## config.mk

```make
export PLATFORM = sky130hd
export DESIGN_NAME = rx_ring_dma
export DESIGN_NICKNAME = d
export VERILOG_FILES = /design/src/rtl/rxd_pkg.sv /design/src/rtl/rxd_ring_ptr.sv /design/src/rtl/rxd_packer.sv /design/src/rtl/rxd_irq.sv /design/src/rtl/rx_ring_dma.sv
export SDC_FILE = /design/constraint.sdc
export NUM_CORES = 1
export LEC_CHECK = 0
export ABC_AREA = 1
export ABC_CLOCK_PERIOD_IN_PS = 4250
export BUFFER_PORTS_ARGS = -buffer_cell sky130_fd_sc_hd__buf_2
export CORE_UTILIZATION = 60
export CTS_BUF_LIST = sky130_fd_sc_hd__clkbuf_4 sky130_fd_sc_hd__clkbuf_8
export DETAILED_ROUTE_END_ITERATION = 10
export HOLD_SLACK_MARGIN = 0.1
export PLACE_DENSITY_LB_ADDON = 0.2
export RECOVER_POWER = 100
export REMOVE_ABC_BUFFERS = 1
export SETUP_SLACK_MARGIN = 0.02
export SLEW_MARGIN = 20
export SYNTH_ARGS = -nofsm -noshare
export SYNTH_HDL_FRONTEND = slang
export SYNTH_SLANG_ARGS = --single-unit
```

## constraint.sdc

```tcl
create_clock -name clk -period 4.25 [get_ports clk]
set_input_delay 0.2125 -clock clk [delete_from_list [all_inputs] [get_ports clk]]
set_output_delay 0.2125 -clock clk [all_outputs]
set_load 0.01 [all_outputs]
```

## src/rtl/rxd_pkg.sv

```systemverilog
package rxd_pkg;
   typedef enum logic [2:0] {
      S_IDLE,
      S_FETCH,
      S_RECV,
      S_WDATA,
      S_WSTAT,
      S_WOWN,
      S_HALT
   } rxd_state_e;

   localparam int OWN_BIT  = 0;
   localparam int WRAP_BIT = 1;
   localparam int OVF_BIT  = 31;
   localparam int IRQ_RCOM = 0;
   localparam int IRQ_BNA  = 1;
   localparam int IRQ_N    = 2;
endpackage

```

## src/rtl/rxd_ring_ptr.sv

```systemverilog
module rxd_ring_ptr #(
   parameter int ADDR_W = 32,
   parameter int DEPTH  = 64
) (
   input  logic              clk,
   input  logic              rst_n,
   input  logic              load,
   input  logic [ADDR_W-1:0] load_base,
   input  logic              advance,
   input  logic              wrap,
   output logic [ADDR_W-1:0] desc_addr
);
   localparam int IDX_W = $clog2(DEPTH);

   logic [ADDR_W-1:0] base_q;
   logic [IDX_W-1:0]  idx_q;

   always_ff @(posedge clk or negedge rst_n) begin
      if (!rst_n) begin
         base_q <= '0;
         idx_q  <= '0;
      end else if (load) begin
         base_q <= load_base & ~ADDR_W'(7);
         idx_q  <= '0;
      end else if (advance) begin
         if (wrap || idx_q == IDX_W'(DEPTH - 1))
            idx_q <= '0;
         else
            idx_q <= idx_q + 1'b1;
      end
   end

   assign desc_addr = base_q + (ADDR_W'(idx_q) << 3);
endmodule

```

## src/rtl/rxd_packer.sv

```systemverilog
module rxd_packer #(
   parameter int LANES = 4
) (
   input  logic               clk,
   input  logic               rst_n,
   input  logic               clear,
   input  logic               take,
   input  logic [7:0]         din,
   output logic [8*LANES-1:0] word,
   output logic [2:0]         lanes
);
   logic [2:0] fill_q;

   for (genvar g = 0; g < LANES; g++) begin : g_lane
      logic [7:0] lane_q;
      always_ff @(posedge clk or negedge rst_n) begin
         if (!rst_n)
            lane_q <= '0;
         else if (clear)
            lane_q <= '0;
         else if (take && fill_q == 3'(g))
            lane_q <= din;
      end
      assign word[8*g +: 8] = lane_q;
   end

   always_ff @(posedge clk or negedge rst_n) begin
      if (!rst_n)
         fill_q <= '0;
      else if (clear)
         fill_q <= '0;
      else if (take)
         fill_q <= fill_q + 1'b1;
   end

   assign lanes = fill_q;
endmodule

```

## src/rtl/rxd_irq.sv

```systemverilog
module rxd_irq #(
   parameter int N = 2
) (
   input  logic         clk,
   input  logic         rst_n,
   input  logic [N-1:0] set,
   input  logic [N-1:0] clr,
   output logic [N-1:0] status
);
   always_ff @(posedge clk or negedge rst_n) begin
      if (!rst_n)
         status <= '0;
      else
         status <= (status & ~clr) | set;
   end
endmodule

```

## src/rtl/rx_ring_dma.sv

```systemverilog
module rx_ring_dma
   import rxd_pkg::*;
#(
   parameter int ADDR_W  = 32,
   parameter int DEPTH   = 64,
   parameter int MAX_LEN = 2048
) (
   input  logic              clk,
   input  logic              rst_n,
   input  logic              rx_en,
   input  logic              qp_wr,
   input  logic [ADDR_W-1:0] qp_data,
   input  logic              rx_valid,
   input  logic [7:0]        rx_data,
   input  logic              rx_last,
   input  logic              rx_good,
   output logic              rx_ready,
   output logic              mem_req,
   output logic              mem_we,
   output logic [ADDR_W-1:0] mem_addr,
   output logic [31:0]       mem_wdata,
   input  logic [31:0]       mem_rdata,
   input  logic              mem_ack,
   input  logic [IRQ_N-1:0]  irq_clr,
   output logic [IRQ_N-1:0]  irq_status,
   output logic              irq
);
   localparam int LEN_W = $clog2(MAX_LEN + 1);

   if (DEPTH < 2) begin : g_bad_depth
      $error("rx_ring_dma: DEPTH must be at least 2");
   end
   if (MAX_LEN < 4 || (MAX_LEN % 4) != 0) begin : g_bad_len
      $error("rx_ring_dma: MAX_LEN must be a positive multiple of 4");
   end
   if (ADDR_W < 8 || ADDR_W > 32) begin : g_bad_addr
      $error("rx_ring_dma: ADDR_W must lie in 8..32");
   end

   rxd_state_e        state;
   logic [ADDR_W-1:0] buf_base, wr_off, desc_addr;
   logic              wrap_q, ovf_q, last_q, bad_q, drop_mid;
   logic [LEN_W-1:0]  cnt;
   logic [31:0]       pack_word, stat_word, own_word;
   logic [2:0]        lanes, lanes_after;
   logic              discard, take_byte, pack_clear, advance;
   logic [IRQ_N-1:0]  irq_set;

   rxd_ring_ptr #(.ADDR_W(ADDR_W), .DEPTH(DEPTH)) u_ptr (
      .clk(clk), .rst_n(rst_n), .load(qp_wr), .load_base(qp_data),
      .advance(advance), .wrap(wrap_q), .desc_addr(desc_addr)
   );

   rxd_packer #(.LANES(4)) u_pack (
      .clk(clk), .rst_n(rst_n), .clear(pack_clear), .take(take_byte),
      .din(rx_data), .word(pack_word), .lanes(lanes)
   );

   rxd_irq #(.N(IRQ_N)) u_irq (
      .clk(clk), .rst_n(rst_n), .set(irq_set), .clr(irq_clr),
      .status(irq_status)
   );

   always_comb begin
      discard     = (state == S_IDLE && (!rx_en || drop_mid)) || state == S_HALT;
      rx_ready    = discard || (state == S_RECV && lanes != 3'd4);
      take_byte   = state == S_RECV && rx_valid && rx_ready && cnt < LEN_W'(MAX_LEN);
      lanes_after = lanes + {2'b00, take_byte};
      pack_clear  = mem_ack && (state == S_FETCH || state == S_WDATA);
      advance     = state == S_WOWN && mem_ack;
      irq_set                = '0;
      irq_set[IRQ_RCOM]      = advance;
      irq_set[IRQ_BNA]       = state == S_FETCH && mem_ack && mem_rdata[OWN_BIT];

      stat_word              = '0;
      stat_word[LEN_W-1:0]   = cnt;
      stat_word[OVF_BIT]     = ovf_q;
      own_word               = 32'(buf_base);
      own_word[WRAP_BIT]     = wrap_q;
      own_word[OWN_BIT]      = 1'b1;

      mem_req   = 1'b0;
      mem_we    = 1'b1;
      mem_addr  = desc_addr;
      mem_wdata = own_word;
      unique case (state)
         S_FETCH: begin mem_req = 1'b1; mem_we = 1'b0; end
         S_WDATA: begin
            mem_req   = 1'b1;
            mem_addr  = buf_base + wr_off;
            mem_wdata = pack_word;
         end
         S_WSTAT: begin
            mem_req   = 1'b1;
            mem_addr  = desc_addr + ADDR_W'(4);
            mem_wdata = stat_word;
         end
         S_WOWN:  mem_req = 1'b1;
         default: ;
      endcase
   end

   assign irq = |irq_status;

   always_ff @(posedge clk or negedge rst_n) begin
      if (!rst_n) begin
         state    <= S_IDLE;
         buf_base <= '0;
         wr_off   <= '0;
         wrap_q   <= 1'b0;
         ovf_q    <= 1'b0;
         last_q   <= 1'b0;
         bad_q    <= 1'b0;
         drop_mid <= 1'b0;
         cnt      <= '0;
      end else begin
         if (discard && rx_valid)
            drop_mid <= !rx_last;
         unique case (state)
            S_IDLE:
               if (rx_en && !drop_mid) state <= S_FETCH;
            S_HALT:
               if (!rx_en) state <= S_IDLE;
            S_FETCH:
               if (mem_ack) begin
                  if (mem_rdata[OWN_BIT]) begin
                     state <= S_HALT;
                  end else begin
                     buf_base <= mem_rdata[ADDR_W-1:0] & ~ADDR_W'(3);
                     wrap_q   <= mem_rdata[WRAP_BIT];
                     cnt      <= '0;
                     ovf_q    <= 1'b0;
                     last_q   <= 1'b0;
                     wr_off   <= '0;
                     state    <= S_RECV;
                  end
               end
            S_RECV:
               if (rx_valid && rx_ready) begin
                  if (take_byte) cnt <= cnt + 1'b1;
                  else           ovf_q <= 1'b1;
                  if (rx_last) begin
                     last_q <= 1'b1;
                     bad_q  <= !rx_good;
                     if (lanes_after != 3'd0) begin
                        state <= S_WDATA;
                     end else if (!rx_good) begin
                        cnt    <= '0;
                        ovf_q  <= 1'b0;
                        last_q <= 1'b0;
                        wr_off <= '0;
                     end else begin
                        state <= S_WSTAT;
                     end
                  end else if (lanes_after == 3'd4) begin
                     state <= S_WDATA;
                  end
               end else if (!rx_en && cnt == '0 && !ovf_q) begin
                  state <= S_IDLE;
               end
            S_WDATA:
               if (mem_ack) begin
                  wr_off <= wr_off + ADDR_W'(4);
                  if (!last_q) begin
                     state <= S_RECV;
                  end else if (bad_q) begin
                     cnt    <= '0;
                     ovf_q  <= 1'b0;
                     last_q <= 1'b0;
                     wr_off <= '0;
                     state  <= S_RECV;
                  end else begin
                     state <= S_WSTAT;
                  end
               end
            S_WSTAT:
               if (mem_ack) state <= S_WOWN;
            S_WOWN:
               if (mem_ack) begin
                  last_q <= 1'b0;
                  state  <= S_IDLE;
               end
            default: state <= S_IDLE;
         endcase
      end
   end
endmodule

```

### Word-level counts from Yosys, hierarchy flattened

Cells that the tools add are included.

| storage, ports and cells | value |
|---|---|
| flip-flop bits (word level) | 154 |
| latch bits | 0 |
| memory bits (writable) | 0 |
| bits in read-only memories | 0 |
| logic and storage cells | 180 |
| memories | 0 |

| operators by class | value |
|---|---|
| add/sub/neg operators | 8 |
| multipliers | 0 |
| div/mod/pow operators | 0 |
| magnitude comparators | 1 |
| eq/ne operators | 28 |
| shift operators | 0 |
| mux-type cells | 74 |
| bitwise logic cells | 4 |
| reduce and logical (&&, ||, !) cells | 48 |

Operator list:

| operator | count |
|---|---|
| $mux W32 | 9 |
| $pmux W32 S2 | 2 |
| $mux W12 | 10 |
| $pmux W32 S3 | 1 |
| $add A32 B3 Y32 const B | 2 |
| $mux W8 | 8 |
| $mux W3 | 17 |
| $pmux W12 S3 | 1 |
| $add A32 B32 Y32 | 1 |
| $add A32 B9 Y32 | 1 |
| $ne A2 B2 Y1 const B | 11 |
| $pmux W3 S7 | 1 |
| $mux W1 | 20 |
| $logic_and A1 B1 Y1 | 18 |
| $mux W6 | 3 |
| $reduce_and A7 Y1 | 2 |
| $add A12 B1 Y12 const B | 1 |
| $eq A3 B2 Y1 const B | 4 |
| $eq A3 B3 Y1 const B | 4 |
| $logic_not A12 Y1 | 1 |
| $lt A12 B12 Y1 const B | 1 |
| $reduce_bool A2 Y1 | 6 |
| $reduce_and A9 Y1 | 1 |
| $reduce_and A8 Y1 | 1 |
| other kinds (24) | 37 |

### Depth between registers and ports, before layout

| logic depth | value |
|---|---|
| word-level depth | 13 |
| gate-level depth with buffers | 19 |

### Cells and area by module

Synthesis repeated with hierarchy kept, for this count alone.

| unflattened totals | value |
|---|---|
| cells, all modules | 1,963 |
| area, all modules | 12,687.2 µm² |

Modules (own cells, without submodules):

| module | times used | cells each | area an instance (µm²) | sequential area each (µm²) |
|---|---|---|---|---|
| rx_ring_dma | 1 | 1,400 | 8,491.9 | 2,001.9 |
| rxd_ring_ptr | 1 | 372 | 2,483.6 | 875.8 |
| rxd_packer | 1 | 181 | 1,631.6 | 875.8 |
| rxd_irq | 1 | 10 | 80.1 | 50.0 |

### Least setup slack after synthesis

OpenSTA, ideal clock, no wires.

| timing path | value |
|---|---|
| kind | reg2reg |
| start | reg u_pack.fill_q[0], in the netlist u_pack.lanes[0] |
| end | reg wr_off[27] |
| arrival time | 2.853 ns |
| required time | 4.132 ns |
| path slack | 1.279 ns |
| stages on the path, launching flop included | 20 |
| period minus slack after synthesis | 2.971 ns |
| path through | dfrtp_1 > inv_1 > ha_1 > nand2_1 > nand2_1 > nand3_2 > nand3_2 > inv_4 > buf_2 > ha_1 > ha_1 > nor2_1 > nand2_1 > o21ai_0 > nand3_1 > nor2_8 > inv_4 > buf_6 > nand2_1 > nand2_1 |

| between the ends | value |
|---|---|
| cells in the longest elaborated chain, start to end | 9 |
| elaborated cells on any way between the ends | 11 |
| those cells by class | add/sub: 1; eq/ne: 3; reduce/logical: 7 |

RTL lines:

| what | line | RTL |
|---|---|---|
| start: declaration | rxd_packer.sv:12 | `logic [2:0] fill_q;` |
| start signal: assignment | rxd_packer.sv:33 | `fill_q <= fill_q + 1'b1;` |
| $ne A3 B3 Y1 * | rx_ring_dma.sv:66 | `rx_ready = discard \|\| (state == S_RECV && lanes != 3'd4);` |
| $logic_and A1 B1 Y1 * | rx_ring_dma.sv:66 |  |
| $logic_or A1 B1 Y1 * | rx_ring_dma.sv:66 |  |
| via rx_ready | rx_ring_dma.sv:17 | `output logic rx_ready,` |
| $logic_and A1 B1 Y1 (2 in a row) | rx_ring_dma.sv:67 | `take_byte = state == S_RECV && rx_valid && rx_ready && cnt < LEN_W'(MAX_LEN);` |
| $add A3 B1 Y3 | rx_ring_dma.sv:68 | `lanes_after = lanes + {2'b00, take_byte};` |
| $reduce_bool A3 Y1 | rx_ring_dma.sv:145 | `if (lanes_after != 3'd0) begin` |
| $ne A2 B2 Y1 (no source line) | n/a |  |
| $reduce_and A8 Y1 (no source line) * | n/a |  |
| end signal: assignment | rx_ring_dma.sv:163 | `wr_off <= wr_off + ADDR_W'(4);` |
| end: declaration | rx_ring_dma.sv:41 | `logic [ADDR_W-1:0] buf_base, wr_off, desc_addr;` |

Mark *: on every way through the listed nets, which the timed path passes. The rest lies on a longest branch.
A chain may end at the register's enable or synchronous reset.

### Worst setup path in the final report

| timing path | value |
|---|---|
| start | reg state[0] |
| end | out mem_wdata[19] |

| between the ends | value |
|---|---|
| cells in the longest elaborated chain, start to end | 2 |
| elaborated cells on any way between the ends | 3 |
| those cells by class | eq/ne: 2; mux: 1 |

RTL lines:

| what | line | RTL |
|---|---|---|
| start: declaration | rx_ring_dma.sv:40 | `rxd_state_e state;` |
| start signal: assignment | rx_ring_dma.sv:107 | `state <= S_IDLE;` |
| start signal: assignment | rx_ring_dma.sv:121 | `if (rx_en && !drop_mid) state <= S_FETCH;` |
| start signal: assignment | rx_ring_dma.sv:123 | `if (!rx_en) state <= S_IDLE;` |
| $eq A3 B3 Y1 / $eq A3 B2 Y1 (equally long branches) | rx_ring_dma.sv:86 | `unique case (state)` |
| $pmux W32 S2 * | rx_ring_dma.sv:86 |  |
| end: declaration | rx_ring_dma.sv:21 | `output logic [31:0] mem_wdata,` |

Every way passes the cells marked *; elsewhere a longest branch is shown, timed or not.

==> flow_metrics.py <==
metrics = {
    "cts": {
        "post-cts-setup-buffers": 0,
        "clock_latency_ns": 0.49,
        "clkSlewWorstSetupHoldPaths_ns": 0.10,
        "cts_tree": "done",
        "cts_resized": 0,
        "clockBufferDepth": 2,
        "root_buffer": "clkbuf_8",
        "cts.htree.levels": 4,
        "clock-sinks": 152,
        "cts_made_buffers": 17,
    },
    "die": {
        "core_area_um2": 18710,
        "die-area_um2": 19670,
        "die_h_um": 140.2,
        "die_w_um": 140.2,
        "start_util_pct": 61.30,
        "core.rowCount": 50,
        "io_pins": 152,
    },
    "setup_path": {
        "worstPathArrival_ns": 3.67,
        "start_kind": "flip-flop",
        "crit_start": "state[0]$_DFFE_PN0P_",
        "r2r-end": "wr_off[29]$_DFFE_PN0P_",
        "critPathKind": "flip-flop to output pin",
        "end_kind": "output pin",
        "crit_required_ns": 4.04,
        "reg2reg_depth": 16,
        "crit_end": "mem_wdata[19]",
        "cp_max_fo": 47,
        "r2r_slack_ns": 0.50,
        "r2r_start": "state[1]$_DFFE_PN0P_",
    },
    "global_route": {
        "grt_max_degree": 153,
        "antenna_found_initial": 0,
        "track_usage_pct": 36.58,
        "grt-ovfl-total": 0,
        "grt_pass1_wl_um": 56700,
        "grt_pass1_vias": 11464,
    },
    "drt": {
        "drt_iter0_markers": 917,
        "routed_via_density": 5.626,
        "wl_per_cell_um": 16.18,
        "firstDrtPassIters": 5,
        "ant_nets": 0,
        "wl_um": 35130,
        "route.vias.total": 12215,
        "drc_errors": 0,
    },
    "power": {
        "p_leak_nw": 6.797,
        "ir_worst_vdd_mv": 0.4360,
        "power.density_nw_per_um2": 469.5,
    },
    "timing": {
        "drv_slew": 236,
        "final_hold_viol_count": 0,
        "finalCritPeriodShare_pct": 91.37,
        "max_slew_margin_pct": -42.87,
        "fin_skew_ns": 0.02031,
        "fin_setup_tns_ns": 0,
        "setup_violations": 0,
        "min_period_ns": 3.883,
        "max_freq_mhz": 257.5,
        "holdWs_ns": 0.1657,
        "worstMarginPinSlew_ns": 2.143,
        "rsz0062_at_grt": "false",
        "setup_ws_ns": 0.3666,
    },
    "synthesis": {
        "synth_compound_gate_area_share_pct": 10.99,
        "synth_top_family_by_area": "simple AND/OR/NAND/NOR gates",
        "synth_simple_gate_area_share_pct": 34.74,
        "synth-async-reset-ratio_pct": 100.0,
        "ys_warn_count": 0,
        "synth_most_common_cell": "nand2_1",
        "synth_ff_type": "dfrtp_1",
        "synth_cell_types": 46,
        "ys_top_cells_by_area": "dfrtp_1 (33%), nand2_1 (18%), nand3_1 (7.6%)",
        "synth_top_area_share_pct": 33.17,
        "synth_edf_count": 0,
        "synthesis.area_um2": 11470,
        "syn-instance-count": 1723,
        "ys_ff_latch": 152,
        "yosysTopAreaCell": "dfrtp_1",
        "synthXorXnorAreaFrac_pct": 1.986,
        "yosys.area_share.adder_pct": 5.368,
        "syn_avg_cell_area_um2": 6.655,
        "ys_seq_area_share_pct": 33.17,
        "synthTopCellsByCount": "nand2_1 (564), inv_1 (221), nand3_1 (173)",
        "synthMuxAreaShare_pct": 4.026,
    },
    "placement": {
        "dp_hpwl_um": 25290,
        "placed_cell_area_um2": 12320,
        "io_buffers": 146,
        "gp_congestion": 0.9286,
        "pre_cts_ws_ns": 0.6769,
        "placed_cells": 2063,
    },
    "final_layout": {
        "syn_to_final_growth_pct": 16.65,
        "drive_gt1_share_pct": 9.138,
        "finalNonFillerCells": 2171,
        "fin_area_um2": 13380,
        "nNetsFinal": 2054,
        "antenna_cells": 0,
    },
    "outcome": {
        "status": "finished with violations",
        "violations": "max-capacitance violations, max-slew violations",
    },
    "min_path": {
        "hp-class": "input pin to flip-flop",
    },
    "run": {
        "maxCapViolCount": 3,
    },
}
-- repair_timing --
item,in CTS,in global routing
endpoints found under the hold margin,240,0
setup endpoints to repair,0,0
hold buffers,76,0
-- critical path, cell delays in order, from the launching register on --
cell and delay [ns]:
dfrtp_1 0.49, inv_1 0.11, nor2_1 0.31, nand2_1 0.53, inv_2 0.87, clkbuf_2 0.45, a22o_1 0.24, clkbuf_1 0.18
-- state kept, by name, summed over array words and instances, names as in the netlist --
signal / flops
drop_mid: 1
buf_base: 30
u_ptr.base_q: 29
u_irq.status: 2
last_q: 1
u_ptr.idx_q: 6
ovf_q: 1
wr_off: 30
bad_q: 1
u_pack.lanes: 3
cnt: 12
u_pack.g_lane.lane_q: 32
wrap_q: 1
state: 3
-- metrics by stage --
stage          utilization, %  power [mW]
2_1_floorplan               -       3.890
3_3_place_gp            65.84       4.958
3_5_place_dp            65.84       5.012
4_1_cts                 72.19       6.284
5_1_grt                 71.51       6.661
6_report                71.51       6.280
-- area by class of cell --
type,count,area (um^2)
Multi-Input combinational cell,1297,6536
Timing Repair Buffer,230,1465
Clock inverter,15,193.9
Sequential cell,152,3804
Tap cell,234,292.8
Fill cell,1567,5329
Inverter,226,850.8
Clock buffer,17,234.0
-- kinds of logic after synthesis --
kind of cell / count (synthesis)
other: 1
and+or+nand+nor: 952
DFF: 152
muxes: 41
xor gates and xnor gates: 26
adders and majority gates: 48
buffers and inverters: 275
AOI/OAI and AO/OA: 228
-- power by group --
part           total (mW)  internal [mW]  switching [mW]
clock                1.19          0.460           0.734
sequential           2.17           1.76           0.413
combinational        2.91          0.989            1.92
total                6.28           3.21            3.07
-- layer usage --
layer,vias to the layer above,track usage [%],part of all wire (%)
met4,0,16.43,3.8
met1,5587,45.24,41
met3,102,7.829,7.7
li1,5957,-,-
met5,-,0,0
met2,569,61.42,47
-- cells in the final DEF, fill, tap and decap left out, types with 5 or more instances in the layout --
master           n
a21oi_1         68
nand3_1        174
xor2_1          12
mux2_2          40
dlygate4sd3_1   76
clkbuf_8        17
clkinv_8         6
o211ai_1        10
xnor2_1         14
nand4_1         17
o22ai_1          5
ha_1            46
o21ai_0        117
clkbuf_1        65
buf_2           82
inv_1          223
nor3_1          14
dfrtp_1        152
a22o_1          12
nand2_1        566
nor2_1         160
nand3b_1         5
-- worst min-delay path by stage --
stage               cells after the start                      endpoint  slack [ns]        from
floorplan                               0             bad_q$_DFFE_PN0P_       -0.08       rst_n
global placement                        2     u_irq.status[0]$_DFF_PN0_        0.39  irq_clr[0]
detailed placement                      2  u_ptr.base_q[13]$_DFFE_PN0P_        0.40       rst_n
CTS                                     5     u_irq.status[0]$_DFF_PN0_        0.16     mem_ack
global route                            5     u_irq.status[0]$_DFF_PN0_        0.22     mem_ack
finish                                  5     u_irq.status[0]$_DFF_PN0_        0.17     mem_ack
(Power assumes the default switching activity.)
